[config.mk]
export PLATFORM = sky130hd
export DESIGN_NAME = hdlc_addr_filter
export DESIGN_NICKNAME = d
export VERILOG_FILES = /design/src/rtl/hdlc_af_pkg.sv /design/src/rtl/haf_cfg_shadow.sv /design/src/rtl/haf_addr_cmp.sv /design/src/rtl/haf_frame_track.sv /design/src/rtl/hdlc_addr_filter.sv
export SDC_FILE = /design/constraint.sdc
export NUM_CORES = 1
export LEC_CHECK = 0
export BUFFER_PORTS_ARGS = -buffer_cell sky130_fd_sc_hd__buf_2
export CELL_PAD_IN_SITES_DETAIL_PLACEMENT = 0
export CELL_PAD_IN_SITES_GLOBAL_PLACEMENT = 1
export CORE_ASPECT_RATIO = 2
export CORE_MARGIN = 5
export CORE_UTILIZATION = 39
export CTS_CLUSTER_SIZE = 24
export DETAILED_ROUTE_END_ITERATION = 6
export PLACE_DENSITY_LB_ADDON = 0.1
export SYNTH_ARGS = -nofsm -noshare
export SYNTH_HDL_FRONTEND = slang
export SYNTH_HIERARCHICAL = 1
export SYNTH_SLANG_ARGS = --single-unit
[constraint.sdc]
create_clock -name clk_i -period 1.3 [get_ports clk_i]
set_input_delay 0.26 -clock clk_i [delete_from_list [all_inputs] [get_ports clk_i]]
set_output_delay 0.26 -clock clk_i [all_outputs]
set_load 0.02 [all_outputs]
[src/rtl/hdlc_af_pkg.sv]
package hdlc_af_pkg;
  typedef enum logic [1:0] {
    MODE_OFF    = 2'b00,
    MODE_SINGLE = 2'b01,
    MODE_PAIR   = 2'b10,
    MODE_RSVD   = 2'b11
  } haf_mode_e;

  typedef struct packed {
    logic      two_oct;
    haf_mode_e mode;
  } haf_cfg_t;
endpackage

[src/rtl/haf_cfg_shadow.sv]
module haf_cfg_shadow #(
  parameter int DATA_W   = 8,
  parameter int NUM_REGS = 4,
  localparam int AW = DATA_W * NUM_REGS
) (
  input  logic                  clk_i,
  input  logic                  rst_ni,
  input  logic                  init_i,
  input  logic                  two_oct_i,
  input  logic [1:0]            mode_i,
  input  logic [AW-1:0]         addr_i,
  output hdlc_af_pkg::haf_cfg_t cfg_o,
  output logic [AW-1:0]         addr_o
);
  always_ff @(posedge clk_i or negedge rst_ni) begin
    if (!rst_ni) begin
      cfg_o  <= '{two_oct: 1'b0, mode: hdlc_af_pkg::MODE_OFF};
      addr_o <= '0;
    end else if (init_i) begin
      cfg_o.two_oct <= two_oct_i;
      cfg_o.mode    <= hdlc_af_pkg::haf_mode_e'(mode_i);
      addr_o        <= addr_i;
    end
  end
endmodule

[src/rtl/haf_addr_cmp.sv]
module haf_addr_cmp #(
  parameter int DATA_W   = 8,
  parameter int NUM_REGS = 4,
  localparam int AW        = DATA_W * NUM_REGS,
  localparam int NUM_PAIRS = NUM_REGS / 2
) (
  input  hdlc_af_pkg::haf_cfg_t cfg_i,
  input  logic [AW-1:0]         addr_i,
  input  logic [DATA_W-1:0]     cur_i,   // octet on the input now
  input  logic [DATA_W-1:0]     held_i,  // first octet of a two-octet address
  output logic                  hit_one_o,
  output logic                  hit_two_o
);
  logic [NUM_REGS-1:0]  single_hit;
  logic [NUM_PAIRS-1:0] lead_hit;
  logic [NUM_PAIRS-1:0] pair_hit;

  for (genvar k = 0; k < NUM_REGS; k++) begin : g_single
    assign single_hit[k] = (cur_i == addr_i[k*DATA_W +: DATA_W]);
  end

  for (genvar p = 0; p < NUM_PAIRS; p++) begin : g_pair
    assign lead_hit[p] = single_hit[2*p];
    assign pair_hit[p] = (held_i == addr_i[(2*p)*DATA_W +: DATA_W]) &&
                         (cur_i  == addr_i[(2*p+1)*DATA_W +: DATA_W]);
  end

  always_comb begin
    unique case (cfg_i.mode)
      hdlc_af_pkg::MODE_SINGLE: begin
        hit_one_o = |single_hit;
        hit_two_o = |pair_hit;
      end
      hdlc_af_pkg::MODE_PAIR: begin
        hit_one_o = |lead_hit;
        hit_two_o = |pair_hit;
      end
      default: begin
        hit_one_o = 1'b1;
        hit_two_o = 1'b1;
      end
    endcase
  end
endmodule

[src/rtl/haf_frame_track.sv]
module haf_frame_track #(
  parameter int DATA_W = 8
) (
  input  logic              clk_i,
  input  logic              rst_ni,
  input  logic              valid_i,
  input  logic [DATA_W-1:0] data_i,
  input  logic              sof_i,
  input  logic              eof_i,
  input  logic              two_oct_i,
  input  logic              hit_one_i,
  input  logic              hit_two_i,
  output logic [DATA_W-1:0] held_o,
  output logic              res_valid_o,
  output logic              res_match_o
);
  logic in_frame_q;
  logic pend_q;  // waiting for second address octet

  always_ff @(posedge clk_i or negedge rst_ni) begin
    if (!rst_ni) begin
      in_frame_q  <= 1'b0;
      pend_q      <= 1'b0;
      held_o      <= '0;
      res_valid_o <= 1'b0;
      res_match_o <= 1'b0;
    end else if (valid_i) begin
      if (sof_i) begin
        in_frame_q <= !eof_i;
        if (!two_oct_i) begin
          pend_q      <= 1'b0;
          res_valid_o <= 1'b1;
          res_match_o <= hit_one_i;
        end else if (eof_i) begin
          pend_q      <= 1'b0;
          res_valid_o <= 1'b1;
          res_match_o <= 1'b0;
        end else begin
          pend_q      <= 1'b1;
          held_o      <= data_i;
          res_valid_o <= 1'b0;
          res_match_o <= 1'b0;
        end
      end else if (in_frame_q) begin
        if (pend_q) begin
          pend_q      <= 1'b0;
          res_valid_o <= 1'b1;
          res_match_o <= hit_two_i;
        end
        if (eof_i) in_frame_q <= 1'b0;
      end
    end
  end
endmodule

[src/rtl/hdlc_addr_filter.sv]
module hdlc_addr_filter #(
  parameter int DATA_W   = 8,
  parameter int NUM_REGS = 4,
  localparam int AW = DATA_W * NUM_REGS
) (
  input  logic              clk_i,
  input  logic              rst_ni,
  input  logic              init_i,
  input  logic              cfg_two_oct_i,
  input  logic [1:0]        cfg_mode_i,
  input  logic [AW-1:0]     cfg_addr_i,
  input  logic              in_valid_i,
  input  logic [DATA_W-1:0] in_data_i,
  input  logic              in_sof_i,
  input  logic              in_eof_i,
  output logic              out_valid_o,
  output logic [DATA_W-1:0] out_data_o,
  output logic              out_sof_o,
  output logic              out_eof_o,
  output logic              res_valid_o,
  output logic              res_match_o
);
  hdlc_af_pkg::haf_cfg_t cfg_q;
  logic [AW-1:0]         addr_q;
  logic [DATA_W-1:0]     held;
  logic                  hit_one;
  logic                  hit_two;

  haf_cfg_shadow #(.DATA_W(DATA_W), .NUM_REGS(NUM_REGS)) u_cfg (
    .clk_i     (clk_i),
    .rst_ni    (rst_ni),
    .init_i    (init_i),
    .two_oct_i (cfg_two_oct_i),
    .mode_i    (cfg_mode_i),
    .addr_i    (cfg_addr_i),
    .cfg_o     (cfg_q),
    .addr_o    (addr_q)
  );

  haf_addr_cmp #(.DATA_W(DATA_W), .NUM_REGS(NUM_REGS)) u_cmp (
    .cfg_i     (cfg_q),
    .addr_i    (addr_q),
    .cur_i     (in_data_i),
    .held_i    (held),
    .hit_one_o (hit_one),
    .hit_two_o (hit_two)
  );

  haf_frame_track #(.DATA_W(DATA_W)) u_trk (
    .clk_i       (clk_i),
    .rst_ni      (rst_ni),
    .valid_i     (in_valid_i),
    .data_i      (in_data_i),
    .sof_i       (in_sof_i),
    .eof_i       (in_eof_i),
    .two_oct_i   (cfg_q.two_oct),
    .hit_one_i   (hit_one),
    .hit_two_i   (hit_two),
    .held_o      (held),
    .res_valid_o (res_valid_o),
    .res_match_o (res_match_o)
  );

  always_ff @(posedge clk_i or negedge rst_ni) begin
    if (!rst_ni) begin
      out_valid_o <= 1'b0;
      out_data_o  <= '0;
      out_sof_o   <= 1'b0;
      out_eof_o   <= 1'b0;
    end else begin
      out_valid_o <= in_valid_i;
      out_data_o  <= in_data_i;
      out_sof_o   <= in_sof_i;
      out_eof_o   <= in_eof_i;
    end
  end
endmodule

== Word level (Yosys, flattened, before mapping) ==
Index checks and enable logic that the tools add are counted.

* Equality and inequality tests: 8
* Multiplexer cells: 17
* Bitwise logic cells: 1
* Reductions and logical operators: 12

{| class="wikitable"
|+ Operators with widths
! operator !! number
|-
| == test 8 bit || 6
|-
| 2-to-1 mux 1 bit || 16
|-
| OR reduction 2 bit || 3
|-
| AND reduction 4 bit || 1
|-
| nonzero test 2 bit || 2
|-
| OR reduction 4 bit || 1
|-
| AND reduction 3 bit || 1
|-
| == test 2 x 1 -> 1 bit, second input constant || 1
|-
| == test 2 bit, second input constant || 1
|-
| logical AND 1 bit || 2
|-
| one-hot mux 1 bit (2 select lines) || 1
|-
| AND reduction 2 bit || 1
|-
| logical NOT 1 bit || 1
|-
| inverter 1 bit || 1
|}

* Bits in registers: 58
* Input port bits: 49
* Logic and storage cells: 50

== Longest topological paths before layout ==
* Word-level depth: 7
* Depth in mapped cells: 7
* Mapped depth without buffers: 7

== Modules after synthesis ==
The synthesis kept the hierarchy.

{| class="wikitable"
|+ Modules (own cells, without submodules)
! module !! times used !! cells each !! area an instance (sq um)
|-
| haf_cfg_shadow || 1 || 74 || 1453.9
|-
| haf_addr_cmp || 1 || 73 || 576.8
|-
| haf_frame_track || 1 || 35 || 498.0
|-
| hdlc_addr_filter || 1 || 11 || 275.3
|}

== Least setup slack after synthesis ==
Ideal clock, no wire load.

* Kind: flip-flop to flip-flop
* Start point: register u_cfg/cfg_o[0] (netlist name)
* End point: register u_trk.res_match_o
* Setup time: 0.139 ns
* Arrival time: 1.270 ns
* Path slack: -0.109 ns
* Stages on the path, launching flop included: 6
* Period minus slack after synthesis: 1.409 ns
* Path through: dfrtp_1 inv_1 ha_1 a311o_1 a41oi_1 o221ai_1

* Longest elaborated chain between the ends: 6

{| class="wikitable"
|+ RTL lines
! item !! RTL line !! text
|-
| start, declared || haf_cfg_shadow.sv:12 || <nowiki>output hdlc_af_pkg::haf_cfg_t cfg_o,</nowiki>
|-
| start signal, assigned || haf_cfg_shadow.sv:17 || <nowiki>cfg_o <= '{two_oct: 1'b0, mode: hdlc_af_pkg::MODE_OFF};</nowiki>
|-
| == test 2 x 1 -> 1 bit or == test 2 bit (tied branches) || haf_addr_cmp.sv:29 || <nowiki>unique case (cfg_i.mode)</nowiki>
|-
| OR reduction 2 bit (no line) (*) || n/a ||
|-
| 2-to-1 mux 1 bit (*) || n/a ||
|-
| via hit_two || hdlc_addr_filter.sv:27 || <nowiki>logic hit_two;</nowiki>
|-
| 2-to-1 mux 1 bit (*) || haf_frame_track.sv:45 || <nowiki>if (pend_q) begin</nowiki>
|-
| 2-to-1 mux 1 bit (*) || haf_frame_track.sv:44 || <nowiki>end else if (in_frame_q) begin</nowiki>
|-
| 2-to-1 mux 1 bit (*) || haf_frame_track.sv:28 || <nowiki>if (sof_i) begin</nowiki>
|-
| end signal, assigned || haf_frame_track.sv:33 || <nowiki>res_match_o <= hit_one_i;</nowiki>
|-
| end signal, assigned || haf_frame_track.sv:48 || <nowiki>res_match_o <= hit_two_i;</nowiki>
|-
| end, declared || haf_frame_track.sv:15 || <nowiki>output logic res_match_o</nowiki>
|}

The timed path passes the listed nets; every way through them passes the cells marked *. The select of a mux whose other input is x is not followed.
A chain may end at the register's enable or synchronous reset.

== Final worst setup path ==
* Start point: register u_cfg.addr_o[3]
* End point: register u_trk.res_match_o

* Longest elaborated chain between the ends: 7

{| class="wikitable"
|+ RTL lines
! item !! RTL line !! text
|-
| start, declared || haf_cfg_shadow.sv:13 || <nowiki>output logic [AW-1:0] addr_o</nowiki>
|-
| start signal, assigned || haf_cfg_shadow.sv:22 || <nowiki>addr_o <= addr_i;</nowiki>
|-
| == test 8 bit || haf_addr_cmp.sv:24 || <nowiki>assign pair_hit[p] = (held_i == addr_i[(2*p)*DATA_W +: DATA_W]) &&</nowiki>
|-
| logical AND 1 bit || haf_addr_cmp.sv:24 ||
|-
| OR reduction 2 bit || haf_addr_cmp.sv:32, haf_addr_cmp.sv:36 ||
|-
| 2-to-1 mux 1 bit || n/a ||
|-
| via hit_two || hdlc_addr_filter.sv:27 ||
|-
| 2-to-1 mux 1 bit || haf_frame_track.sv:45 ||
|-
| 2-to-1 mux 1 bit || haf_frame_track.sv:44 ||
|-
| 2-to-1 mux 1 bit || haf_frame_track.sv:28 ||
|}

The timed path passes the listed nets, and every way through them passes these cells. The select of a mux whose other input is x is not followed.

==> flow_summary.toml <==
[worst_setup_path]
crit_fanout = 3
crit_buf_inv = 0
critPathMaxStageDelay_ns = 0.41
cp_top_family = "simple AND/OR/NAND/NOR gates"
reg2reg_to = "u_trk/res_match_o"
cp-start-kind = "register"
r2r_slack_ns = -0.24
critPathRequiredTime_ns = 1.54
cp-end-kind = "register"
path_depth = 6
worstPathCellList = "xnor2_1 -> nand4_1 -> nor4_2 -> a311o_1 -> a41oi_2 -> o221ai_2"
arrival_ns = 1.78
crit_path_top_delay_cell = "dfrtp_1"
critical_path_class = "register to register"
r2r_start = "u_cfg/addr_o[3]"
worst-r2r-cell-count = 6

[outcome]
status = "finished, violations left"
violations = "setup timing"

[hold_path]
min_to = "out_eof_o"
min_path_type = "input pin to register"
holdPathStages = 1
worstHoldStart = "in_eof_i"

[global_route]
grt_pass1_wl_mm = 10.70
grt_max_degree = 59
grt_pass1_vias = 2085
gr-usage-all-layers_pct = 15.88
antenna_found_initial = 0
overflow = 0

[synth]
yosysSeqAreaShare_pct = 51.76
syn_area_um2 = 2804
synth_top_area_cell = "dfrtp_1"
synth_warnings = 6
syn_nets = 244
netlist_instances = 193
yosys.cell_types.count = 26
synth_area_per_cell_um2 = 14.53
synth_area_leaders = "dfrtp_1 (52%), mux2_4 (16%), xnor2_1 (7.5%)"
synth_seq_cells = 58
netlist.area_leader.share_pct = 51.76

[die]
dieArea_um2 = 9088
io_pins = 62
die_w_um = 69.96
rows = 43
die_h_um = 129.9
initial_core_util_pct = 40.09
core_area_um2 = 6994

[finish]
nets = 341
area_delta_synth_final_pct = 33.29
final_util_pct = 53.43
mostFrequentLayoutCells = "buf_2 (61), dfrtp_1 (58), mux2_4 (30)"
diodes = 0
layout-drive-gt1-share_pct = 52.88
final_common_cell = "buf_2"
fin_cells = 385

[timing]
hold_violations = 0
worstMarginPinSlew_ns = 0.3183
finClkSkew_ns = 0.004365
fmax_ghz = 0.6487
holdWs_ns = 0.08050
rsz0062_at_grt = "yes"
setup_viol = 1
worst_slack_ns = -0.2416
setup_tns_ns = -0.2416
max-slew-margin-rel_pct = 78.78
post-route-min-period_ns = 1.542
finalCritPeriodShare_pct = 118.6
slew_violations = 0

[cts]
root_buffer = "clkbuf_16"
htreeDepth = 3
path_clk_slew_ns = 0.05
cts_tree = "yes"
cts_buffers = 9
insertion_delay_ns = 0.32
clockBufferDepth = 2
clkSinkCount = 58

[flow_run]
cap_violations = 0

[power]
power.leakage_nw = 1.771
powerDensity_nw_per_um2 = 1468
finalPower_mw = 5.488
vdd_drop_max_uv = 784.0

[route]
routed_wirelength_mm = 6.673
vias = 1834
drtPass1Iterations = 4
postRouteAntennaNets = 0
viasPerCell = 4.764
wl_per_cell_um = 17.33
post-route-drc-count = 0
drtIter0Drc = 69

[placed_design]
dp_hpwl_mm = 4.968
gp_congestion = 0.7677
port_buffers = 61
dp.cells = 366
## registers in the layout (all words and copies together), names as in the netlist
name and cells:
u_cfg/addr_o 32, u_trk/held_o 8, out_valid_o 1, u_trk/res_match_o 1
u_trk/res_valid_o 1, out_eof_o 1, u_trk/in_frame_q 1, u_cfg/cfg_o 3
u_trk/pend_q 1, out_data_o 8, out_sof_o 1
## timing repair
action                                 4_1_cts  5_1_grt
pin swaps                                    4        7
endpoints found under the hold margin       58        0
gates resized for setup                      2        6
hold buffers                                 1        0
gates cloned                                 0        0
buffers inserted                             1        1
setup endpoints to repair                    1        1
## cells in the mapped netlist
| cell | count |
|---|---|
| nor4_1 | 7 |
| buf_2 | 1 |
| buf_6 | 1 |
| mux2_2 | 13 |
| nand4b_4 | 1 |
| nand4b_1 | 1 |
| o221ai_1 | 1 |
| o21ai_0 | 2 |
| a311o_1 | 1 |
| nor3_1 | 1 |
| ha_1 | 2 |
| a41oi_1 | 1 |
| nand4_1 | 6 |
| o21a_1 | 1 |
| nor2b_1 | 1 |
| nand2_1 | 3 |
| a31oi_1 | 1 |
| xor2_1 | 24 |
| a21oi_1 | 4 |
| a21boi_0 | 1 |
| inv_1 | 3 |
| xnor2_1 | 24 |
| nor2_1 | 2 |
| dfrtp_1 | 58 |
| buf_12 | 3 |
| mux2_4 | 30 |
## how the worst max path moves through the flow
stage	from	to	slack, ns
2_1_floorplan	u_cfg/addr_o[10]	u_trk/res_match_o	-0.04
3_3_place_gp	in_data_i[2]	u_trk/res_match_o	-0.36
3_5_place_dp	in_data_i[2]	u_trk/res_match_o	-0.42
4_1_cts	u_trk/held_o[1]	u_trk/res_match_o	-0.27
5_1_grt	u_cfg/addr_o[2]	u_trk/res_match_o	-0.33
6_report	u_cfg/addr_o[3]	u_trk/res_match_o	-0.24
## power by group
group	switching [mW]	internal (mW)	total [mW]
Combinational	0.431	0.618	1.05
Clock	0.756	1.44	2.19
Sequential	0.224	2.02	2.25
Total	1.41	4.08	5.49
## area by class of cell
| cell class | count | area [um2] |
|---|---|---|
| Clock inverter | 2 | 10.01 |
| Fill cell | 630 | 3257 |
| Timing Repair Buffer | 91 | 558.0 |
| Tap cell | 90 | 112.6 |
| Clock buffer | 14 | 274.0 |
| Multi-Input combinational cell | 127 | 1320 |
| Inverter | 3 | 11.26 |
| Sequential cell | 58 | 1451 |
## cell families (layout without fill, tap and decap cells)
family	after synthesis	count (layout)	share of synthesized area, %
flops	58	58	51.76
simple gates	22	22	5.132
compound gates	12	12	2.812
xor+xnor	48	48	14.99
mux	43	43	21.29
fa+ha+maj	2	2	0.8923
buf+inv	8	110	3.123
## metal layers
metal	up-vias	wire [um]	global-route usage, %
li1	868	-	-
met1	903	2495	16.56
met2	51	3641	28.72
met3	12	321	4.472
met4	0	214	8.239
met5	-	0	0
## per-stage QoR
stage               worst slack (ns)  cell area, um2
floorplan                   -0.04212            2804
global placement             -0.3587            3373
detailed placement           -0.4158            3373
CTS                          -0.2717            3689
global route                 -0.3264            3737
finish                       -0.2416            3737
Note: power is estimated with default switching activity, not from simulation.
